## src/rtl/stmem_pkg.sv

```systemverilog
package stmem_pkg;

  localparam int WID_CODE_W = 2;
  localparam int ACC_CODE_W = 3;
  localparam int CNT_W      = 4;

  typedef enum logic [1:0] {
    BW_BYTE     = 2'b00,
    BW_HALF     = 2'b01,
    BW_WORD     = 2'b10,
    BW_WORD_ALT = 2'b11
  } bus_width_e;

  typedef enum logic {
    SEQ_IDLE   = 1'b0,
    SEQ_ACTIVE = 1'b1
  } seq_state_e;

  // Right-shift applied to the window offset; byte width is refused where
  // no_byte is set and falls back to half-word.
  function automatic logic [1:0] width_shift(input logic [1:0] code, input logic no_byte);
    case (bus_width_e'(code))
      BW_BYTE: width_shift = no_byte ? 2'd1 : 2'd0;
      BW_HALF: width_shift = 2'd1;
      default: width_shift = 2'd2;
    endcase
  endfunction

  // Chip-select low time in clocks for each access code.
  function automatic logic [CNT_W-1:0] access_clocks(input logic [ACC_CODE_W-1:0] code);
    case (code)
      3'd0:    access_clocks = 4'd1;
      3'd1:    access_clocks = 4'd2;
      3'd2:    access_clocks = 4'd3;
      3'd3:    access_clocks = 4'd4;
      3'd4:    access_clocks = 4'd6;
      3'd5:    access_clocks = 4'd8;
      3'd6:    access_clocks = 4'd10;
      default: access_clocks = 4'd14;
    endcase
  endfunction

endpackage

```

## src/rtl/stmem_bank_decode.sv

```systemverilog
module stmem_bank_decode #(
  parameter int ADDR_W  = 32,
  parameter int NBANK   = 8,
  parameter int BANK_AW = 27,
  localparam int BSEL_W = $clog2(NBANK)
) (
  input  logic [ADDR_W-1:0]  addr,
  output logic               hit,
  output logic [BSEL_W-1:0]  bank_idx,
  output logic [NBANK-1:0]   bank_sel,
  output logic [BANK_AW-1:0] offset
);
  localparam int TOP_LSB = BANK_AW + BSEL_W;

  assign hit      = (addr[ADDR_W-1:TOP_LSB] == '0);
  assign bank_idx = addr[TOP_LSB-1:BANK_AW];
  assign offset   = addr[BANK_AW-1:0];

  for (genvar i = 0; i < NBANK; i++) begin : g_sel
    assign bank_sel[i] = (bank_idx == BSEL_W'(i));
  end
endmodule

```

## src/rtl/stmem_cfg_pick.sv

```systemverilog
module stmem_cfg_pick
  import stmem_pkg::*;
#(
  parameter int NBANK = 8,
  localparam int BSEL_W = $clog2(NBANK)
) (
  input  logic [WID_CODE_W*NBANK-1:0] cfg_width,
  input  logic [ACC_CODE_W*NBANK-1:0] cfg_acc,
  input  logic [NBANK-1:0]            cfg_wait_en,
  input  logic [BSEL_W-1:0]           bank_idx,
  output logic [1:0]                  shift,
  output logic [CNT_W-1:0]            clocks,
  output logic                        wait_en
);
  logic [1:0]       shift_b  [NBANK];
  logic [CNT_W-1:0] clocks_b [NBANK];

  for (genvar i = 0; i < NBANK; i++) begin : g_bank
    if (i == 0) begin : g_boot
      assign shift_b[i] = width_shift(cfg_width[WID_CODE_W*i +: WID_CODE_W], 1'b1);
    end else begin : g_plain
      assign shift_b[i] = width_shift(cfg_width[WID_CODE_W*i +: WID_CODE_W], 1'b0);
    end
    assign clocks_b[i] = access_clocks(cfg_acc[ACC_CODE_W*i +: ACC_CODE_W]);
  end

  assign shift   = shift_b[bank_idx];
  assign clocks  = clocks_b[bank_idx];
  assign wait_en = cfg_wait_en[bank_idx];
endmodule

```

## src/rtl/stmem_addr_shift.sv

```systemverilog
module stmem_addr_shift #(
  parameter int BANK_AW = 27
) (
  input  logic [BANK_AW-1:0] offset,
  input  logic [1:0]         shift,
  output logic [BANK_AW-1:0] pin_addr
);
  always_comb begin
    case (shift)
      2'd0:    pin_addr = offset;
      2'd1:    pin_addr = {1'b0, offset[BANK_AW-1:1]};
      default: pin_addr = {2'b00, offset[BANK_AW-1:2]};
    endcase
  end
endmodule

```

## src/rtl/stmem_access_seq.sv

```systemverilog
module stmem_access_seq
  import stmem_pkg::*;
#(
  parameter int NBANK   = 8,
  parameter int BANK_AW = 27,
  parameter int DATA_W  = 32
) (
  input  logic               clk,
  input  logic               rst_n,
  input  logic               req_valid,
  output logic               req_ready,
  input  logic               req_write,
  input  logic [DATA_W-1:0]  req_wdata,
  input  logic               req_hit,
  input  logic [NBANK-1:0]   req_sel,
  input  logic [BANK_AW-1:0] req_pin_addr,
  input  logic [CNT_W-1:0]   req_clocks,
  input  logic               req_wait_en,
  input  logic               mem_nwait,
  input  logic [DATA_W-1:0]  mem_din,
  output logic [NBANK-1:0]   mem_ncs,
  output logic [BANK_AW-1:0] mem_addr,
  output logic               mem_noe,
  output logic               mem_nwe,
  output logic [DATA_W-1:0]  mem_dout,
  output logic               mem_doe,
  output logic               rsp_valid,
  output logic               rsp_err,
  output logic [DATA_W-1:0]  rsp_rdata
);
  seq_state_e       state;
  logic [CNT_W-1:0] remain;
  logic             wait_on;
  logic             stalled;

  assign req_ready = (state == SEQ_IDLE);
  assign stalled   = wait_on && !mem_nwait;

  always_ff @(posedge clk or negedge rst_n) begin
    if (!rst_n) begin
      state     <= SEQ_IDLE;
      remain    <= '0;
      wait_on   <= 1'b0;
      mem_ncs   <= '1;
      mem_addr  <= '0;
      mem_noe   <= 1'b1;
      mem_nwe   <= 1'b1;
      mem_dout  <= '0;
      mem_doe   <= 1'b0;
      rsp_valid <= 1'b0;
      rsp_err   <= 1'b0;
      rsp_rdata <= '0;
    end else begin
      rsp_valid <= 1'b0;
      case (state)
        SEQ_IDLE: begin
          if (req_valid) begin
            if (req_hit) begin
              state    <= SEQ_ACTIVE;
              remain   <= req_clocks - CNT_W'(1);
              wait_on  <= req_wait_en;
              mem_ncs  <= ~req_sel;
              mem_addr <= req_pin_addr;
              mem_noe  <= req_write;
              mem_nwe  <= ~req_write;
              mem_doe  <= req_write;
              mem_dout <= req_wdata;
            end else begin
              rsp_valid <= 1'b1;
              rsp_err   <= 1'b1;
            end
          end
        end
        default: begin
          if (remain != '0) begin
            remain <= remain - CNT_W'(1);
          end else if (!stalled) begin
            state     <= SEQ_IDLE;
            mem_ncs   <= '1;
            mem_noe   <= 1'b1;
            mem_nwe   <= 1'b1;
            mem_doe   <= 1'b0;
            rsp_valid <= 1'b1;
            rsp_err   <= 1'b0;
            rsp_rdata <= mem_din;
          end
        end
      endcase
    end
  end
endmodule

```

## src/rtl/stmem_bank_ctrl.sv

```systemverilog
module stmem_bank_ctrl
  import stmem_pkg::*;
#(
  parameter int ADDR_W  = 32,
  parameter int DATA_W  = 32,
  parameter int NBANK   = 8,
  parameter int BANK_AW = 27
) (
  input  logic                        clk,
  input  logic                        rst_n,
  input  logic                        req_valid,
  output logic                        req_ready,
  input  logic [ADDR_W-1:0]           req_addr,
  input  logic                        req_write,
  input  logic [DATA_W-1:0]           req_wdata,
  output logic                        rsp_valid,
  output logic                        rsp_err,
  output logic [DATA_W-1:0]           rsp_rdata,
  input  logic [WID_CODE_W*NBANK-1:0] cfg_width,
  input  logic [ACC_CODE_W*NBANK-1:0] cfg_acc,
  input  logic [NBANK-1:0]            cfg_wait_en,
  output logic [NBANK-1:0]            mem_ncs,
  output logic [BANK_AW-1:0]          mem_addr,
  output logic                        mem_noe,
  output logic                        mem_nwe,
  output logic [DATA_W-1:0]           mem_dout,
  output logic                        mem_doe,
  input  logic [DATA_W-1:0]           mem_din,
  input  logic                        mem_nwait
);
  localparam int BSEL_W = $clog2(NBANK);

  logic               hit;
  logic [BSEL_W-1:0]  bank_idx;
  logic [NBANK-1:0]   bank_sel;
  logic [BANK_AW-1:0] offset;
  logic [1:0]         shift;
  logic [CNT_W-1:0]   clocks;
  logic               wait_en;
  logic [BANK_AW-1:0] pin_addr;

  stmem_bank_decode #(.ADDR_W(ADDR_W), .NBANK(NBANK), .BANK_AW(BANK_AW)) u_decode (
    .addr     (req_addr),
    .hit      (hit),
    .bank_idx (bank_idx),
    .bank_sel (bank_sel),
    .offset   (offset)
  );

  stmem_cfg_pick #(.NBANK(NBANK)) u_cfg (
    .cfg_width   (cfg_width),
    .cfg_acc     (cfg_acc),
    .cfg_wait_en (cfg_wait_en),
    .bank_idx    (bank_idx),
    .shift       (shift),
    .clocks      (clocks),
    .wait_en     (wait_en)
  );

  stmem_addr_shift #(.BANK_AW(BANK_AW)) u_shift (
    .offset   (offset),
    .shift    (shift),
    .pin_addr (pin_addr)
  );

  stmem_access_seq #(.NBANK(NBANK), .BANK_AW(BANK_AW), .DATA_W(DATA_W)) u_seq (
    .clk          (clk),
    .rst_n        (rst_n),
    .req_valid    (req_valid),
    .req_ready    (req_ready),
    .req_write    (req_write),
    .req_wdata    (req_wdata),
    .req_hit      (hit),
    .req_sel      (bank_sel),
    .req_pin_addr (pin_addr),
    .req_clocks   (clocks),
    .req_wait_en  (wait_en),
    .mem_nwait    (mem_nwait),
    .mem_din      (mem_din),
    .mem_ncs      (mem_ncs),
    .mem_addr     (mem_addr),
    .mem_noe      (mem_noe),
    .mem_nwe      (mem_nwe),
    .mem_dout     (mem_dout),
    .mem_doe      (mem_doe),
    .rsp_valid    (rsp_valid),
    .rsp_err      (rsp_err),
    .rsp_rdata    (rsp_rdata)
  );
endmodule

```

## config.mk

```make
export PLATFORM = sky130hd
export DESIGN_NAME = stmem_bank_ctrl
export DESIGN_NICKNAME = d
export VERILOG_FILES = /design/src/rtl/stmem_pkg.sv /design/src/rtl/stmem_bank_decode.sv /design/src/rtl/stmem_cfg_pick.sv /design/src/rtl/stmem_addr_shift.sv /design/src/rtl/stmem_access_seq.sv /design/src/rtl/stmem_bank_ctrl.sv
export SDC_FILE = /design/constraint.sdc
export NUM_CORES = 1
export LEC_CHECK = 0
export BUFFER_PORTS_ARGS = -buffer_cell sky130_fd_sc_hd__buf_4
export CAP_MARGIN = 20
export CORE_MARGIN = 2
export CORE_UTILIZATION = 30
export DETAILED_ROUTE_END_ITERATION = 16
export GPL_TIMING_DRIVEN = 0
export PLACE_DENSITY = 0.58
export SYNTH_ARGS = -nofsm -noshare
export SYNTH_HDL_FRONTEND = slang
export SYNTH_HIERARCHICAL = 1
export SYNTH_SLANG_ARGS = --single-unit
```

## constraint.sdc

```tcl
create_clock -name clk -period 5.2 [get_ports clk]
set_clock_uncertainty 0.1 [all_clocks]
set_input_delay 0.52 -clock clk [delete_from_list [all_inputs] [get_ports clk]]
set_output_delay 0.52 -clock clk [all_outputs]
set_load 0.05 [all_outputs]
```

==> impl_metrics.json <==
{
  "outcome": "complete, no violations",
  "p_leak_nw": 4.30,
  "utilization": 0.421,
  "cpMostUsedCell": "buf_4",
  "met3_usage": 0.0329,
  "yosys-top-cells-count": "218 x nand2_1, 100 x dfrtp_1, 32 x buf_4, 30 x mux2i_1, 27 x mux2_4",
  "yosys.cell_count.top_type": "nand2_1",
  "syn-cell-area_um2": 6120,
  "path_delay_family": "compound AO/OA/AOI/OAI gates",
  "crit_path_max_incr_delay_ns": 0.33,
  "fp.dieH_um": 147,
  "antenna_found_initial": 0,
  "h-tree-depth": 3,
  "fp.dieArea_um2": 21600,
  "grt_pass1_vias": 5053,
  "drt-total-wl_um": 17000,
  "clock-sinks": 110,
  "synth-edff-count": 0,
  "slew_viol_final": 0,
  "critical_path_buf_inv_count": 4,
  "via_per_inst": 4.57,
  "nets": 1028,
  "wl_per_cell_um": 14.7,
  "cp_cell_sequence": "buf_4 -> buf_4 -> buf_6 -> buf_4 -> a211oi_1 -> o22ai_1 -> a211oi_1 -> mux2i_1 -> ha_1 -> xnor2_1 -> a222oi_1",
  "hold_buffers": 0,
  "io_buffers": 225,
  "root_buffer": "clkbuf_16",
  "critical_path_peak_fanout": 10,
  "regArea_um2": 2770,
  "critPathRequiredTime_ns": 5.34,
  "vias": 5266,
  "yosysTopAreaCell": "dfrtp_1",
  "synth_area_leaders": "dfrtp_1 41%, nand2_1 13%, mux2_4 6.6%",
  "synth_fp_nets": 791,
  "dp_cells": 1137,
  "fillerInstances": 2007,
  "syn_inst": 641,
  "crit_path_start_kind": "primary input",
  "n_antenna_cell": 0,
  "period_share": 0.489,
  "fin_crit_ns": 2.55,
  "cts_tree": "built",
  "dp.final_hpwl_um": 13100,
  "routabilityCongestion": 0.779,
  "drv_cap": 0,
  "ir_worst_vdd_mv": 0.170,
  "grt_util_met1": 0.215,
  "postSynth.asyncResetShare": 1.00,
  "drt_iter0_markers": 263,
  "globalRouteMet2Util": 0.244,
  "grt.overflow.total": 0,
  "clock_path_buffers": 2,
  "drive_above_1_share": 0.399,
  "hold_class": "primary input to async pin",
  "worstSkewPairLatency_ns": 0.35,
  "relSlewSlack": 0.651,
  "end_kind": "flop",
  "tightest_slew_ns": 0.523,
  "avgSynthCellArea_um2": 9.55,
  "cts_made_buffers": 9,
  "crit_type": "primary input to flop",
  "ys_seq_area_frac": 0.452,
  "clk_pin_slew_ns": 0.08,
  "area_growth_pct": 38.3,
  "hold_violations": 0,
  "ys_warn_count": 6,
  "ys_ff_latch": 110,
  "core-area_um2": 20100,
  "multi_input_area_um2": 2840,
  "rows": 52,
  "ios": 254,
  "synth_top_cell_area_share": 0.409,
  "antenna_left": 0,
  "start_util": 0.305,
  "rsz0062_at_grt": "false",
  "cpMaxStageDelayCell": "a222oi_1",
  "post_cts_buffers": 0,
  "synth_ff_type": "dfrtp_1",
  "grt_use_total": 0.156,
  "die_w_um": 147,
  "drc_errors": 0,
  "fin_cells": 1153,
  "grt_max_degree": 62,
  "power.density_nw_per_um2": 616,
  "setup_viol": 0,
  "yosysUniqueCellTypes": 58,
  "fmax_ghz": 0.393,
  "crit_arrival_ns": 2.69,
  "first_pass_iters": 7,
  "fin_setup_tns_ns": 0,
  "grt_pass1_wl_um": 27100,
  "cts_repair_resize_count": 0,
  "grt_busiest_layer": "met2"
}
==> sequential cells by signal, summed over array words and instances, names as in the netlist, 4 cells and up <==
register         flops
u_seq/mem_dout      32
u_seq/remain         4
u_seq/mem_addr      27
u_seq/mem_ncs        8
u_seq/rsp_rdata     32
==> metrics by stage <==
stage | power (mW) | hold WS, ns | area, um2 | setup WS (ns)
after global routing | 5.49 | 0.0298 | 8460 | 2.46
after detailed placement | 4.59 | 0.366 | 8180 | 2.29
final | 5.22 | 0.00206 | 8460 | 2.65
after global placement | 4.57 | 0.359 | 8150 | 2.30
after CTS | 5.28 | 0.00449 | 8460 | 2.65
after floorplan | 3.63 | 0.124 | 6120 | 2.75
==> worst paths after layout <==
| check | end | slack [ns] | cells after the start | from |
|---|---|---|---|---|
| worst max-delay path | u_seq/remain[2]$_DFFE_PN0P_ | 2.65 | 11 | req_addr[27] |
| worst min-delay path | u_seq/mem_addr[16]$_DFFE_PN0P_ | 0.002 | 1 | rst_n |
| worst min register to register | u_seq/mem_dout[24]$_DFFE_PN0P_ | 0.38 | 2 | u_seq/mem_dout[24]$_DFFE_PN0P_ |
| min in group clk | u_seq/mem_dout[4]$_DFFE_PN0P_ | 0.25 | 3 | req_wdata[4] |
| worst max register to register | u_seq/remain[2]$_DFFE_PN0P_ | 3.20 | 5 | u_seq/state$_DFF_PN0_ |
| max in group asynchronous | u_seq/mem_ncs[3]$_DFFE_PN1P_ | 4.27 | 2 | rst_n |
==> metal layers <==
metal,up-vias,share of wire
met3,22,0.064
met1,2450,0.45
met5,-,0
met2,173,0.46
met4,0,0.020
li1,2621,-
==> logic make-up after synthesis <==
kind of cell | Yosys count | share of synthesized area
xor+xnor | 11 | 0.0157
compound gates | 93 | 0.102
mux | 68 | 0.144
flops | 110 | 0.452
simple gates | 280 | 0.200
fa+ha+maj | 1 | 0.00204
buf+inv | 78 | 0.0848
==> layout by cell type (no fill, tap or decap), types with 3 or more instances in the layout <==
cell,netlist,layout
buf_1,5,5
clkbuf_16,0,9
nor3_1,8,8
nand2_1,218,218
dfrtp_1,100,100
a21oi_1,9,9
o211ai_1,8,8
o21ai_0,19,19
mux2_2,7,7
dfstp_2,10,10
clkbuf_1,11,12
a22oi_1,8,8
xor2_1,8,8
nor2_1,16,16
nand3b_1,5,5
mux2_4,27,27
a31oi_1,3,3
nand2b_1,3,3
buf_2,10,10
buf_12,3,3
xnor2_1,3,3
o22ai_1,3,3
o21ai_1,19,19
and3b_2,3,3
nor3b_1,8,8
inv_1,10,10
mux2i_1,30,30
a211oi_1,6,6
buf_4,32,256
buf_6,6,7
nand3_1,6,6
==> power by group <==
group / internal, mW / switching, mW / leakage [nW]
logic: 1.01 / 2.02 / 2.82
registers: 1.28 / 0.239 / 1.34
clock network: 0.333 / 0.331 / 0.136
==> area by class of cell <==
cell class / count / area share
repair buffers: 226 / 0.203
well taps: 270 / 0.0399
flip-flops and latches: 110 / 0.327
plain buffers: 67 / 0.0565
clock buffers: 10 / 0.0271
clock inverters: 6 / 0.00650
multi-input cells: 453 / 0.335
inverters: 11 / 0.00488
(Power assumes the default switching activity.)
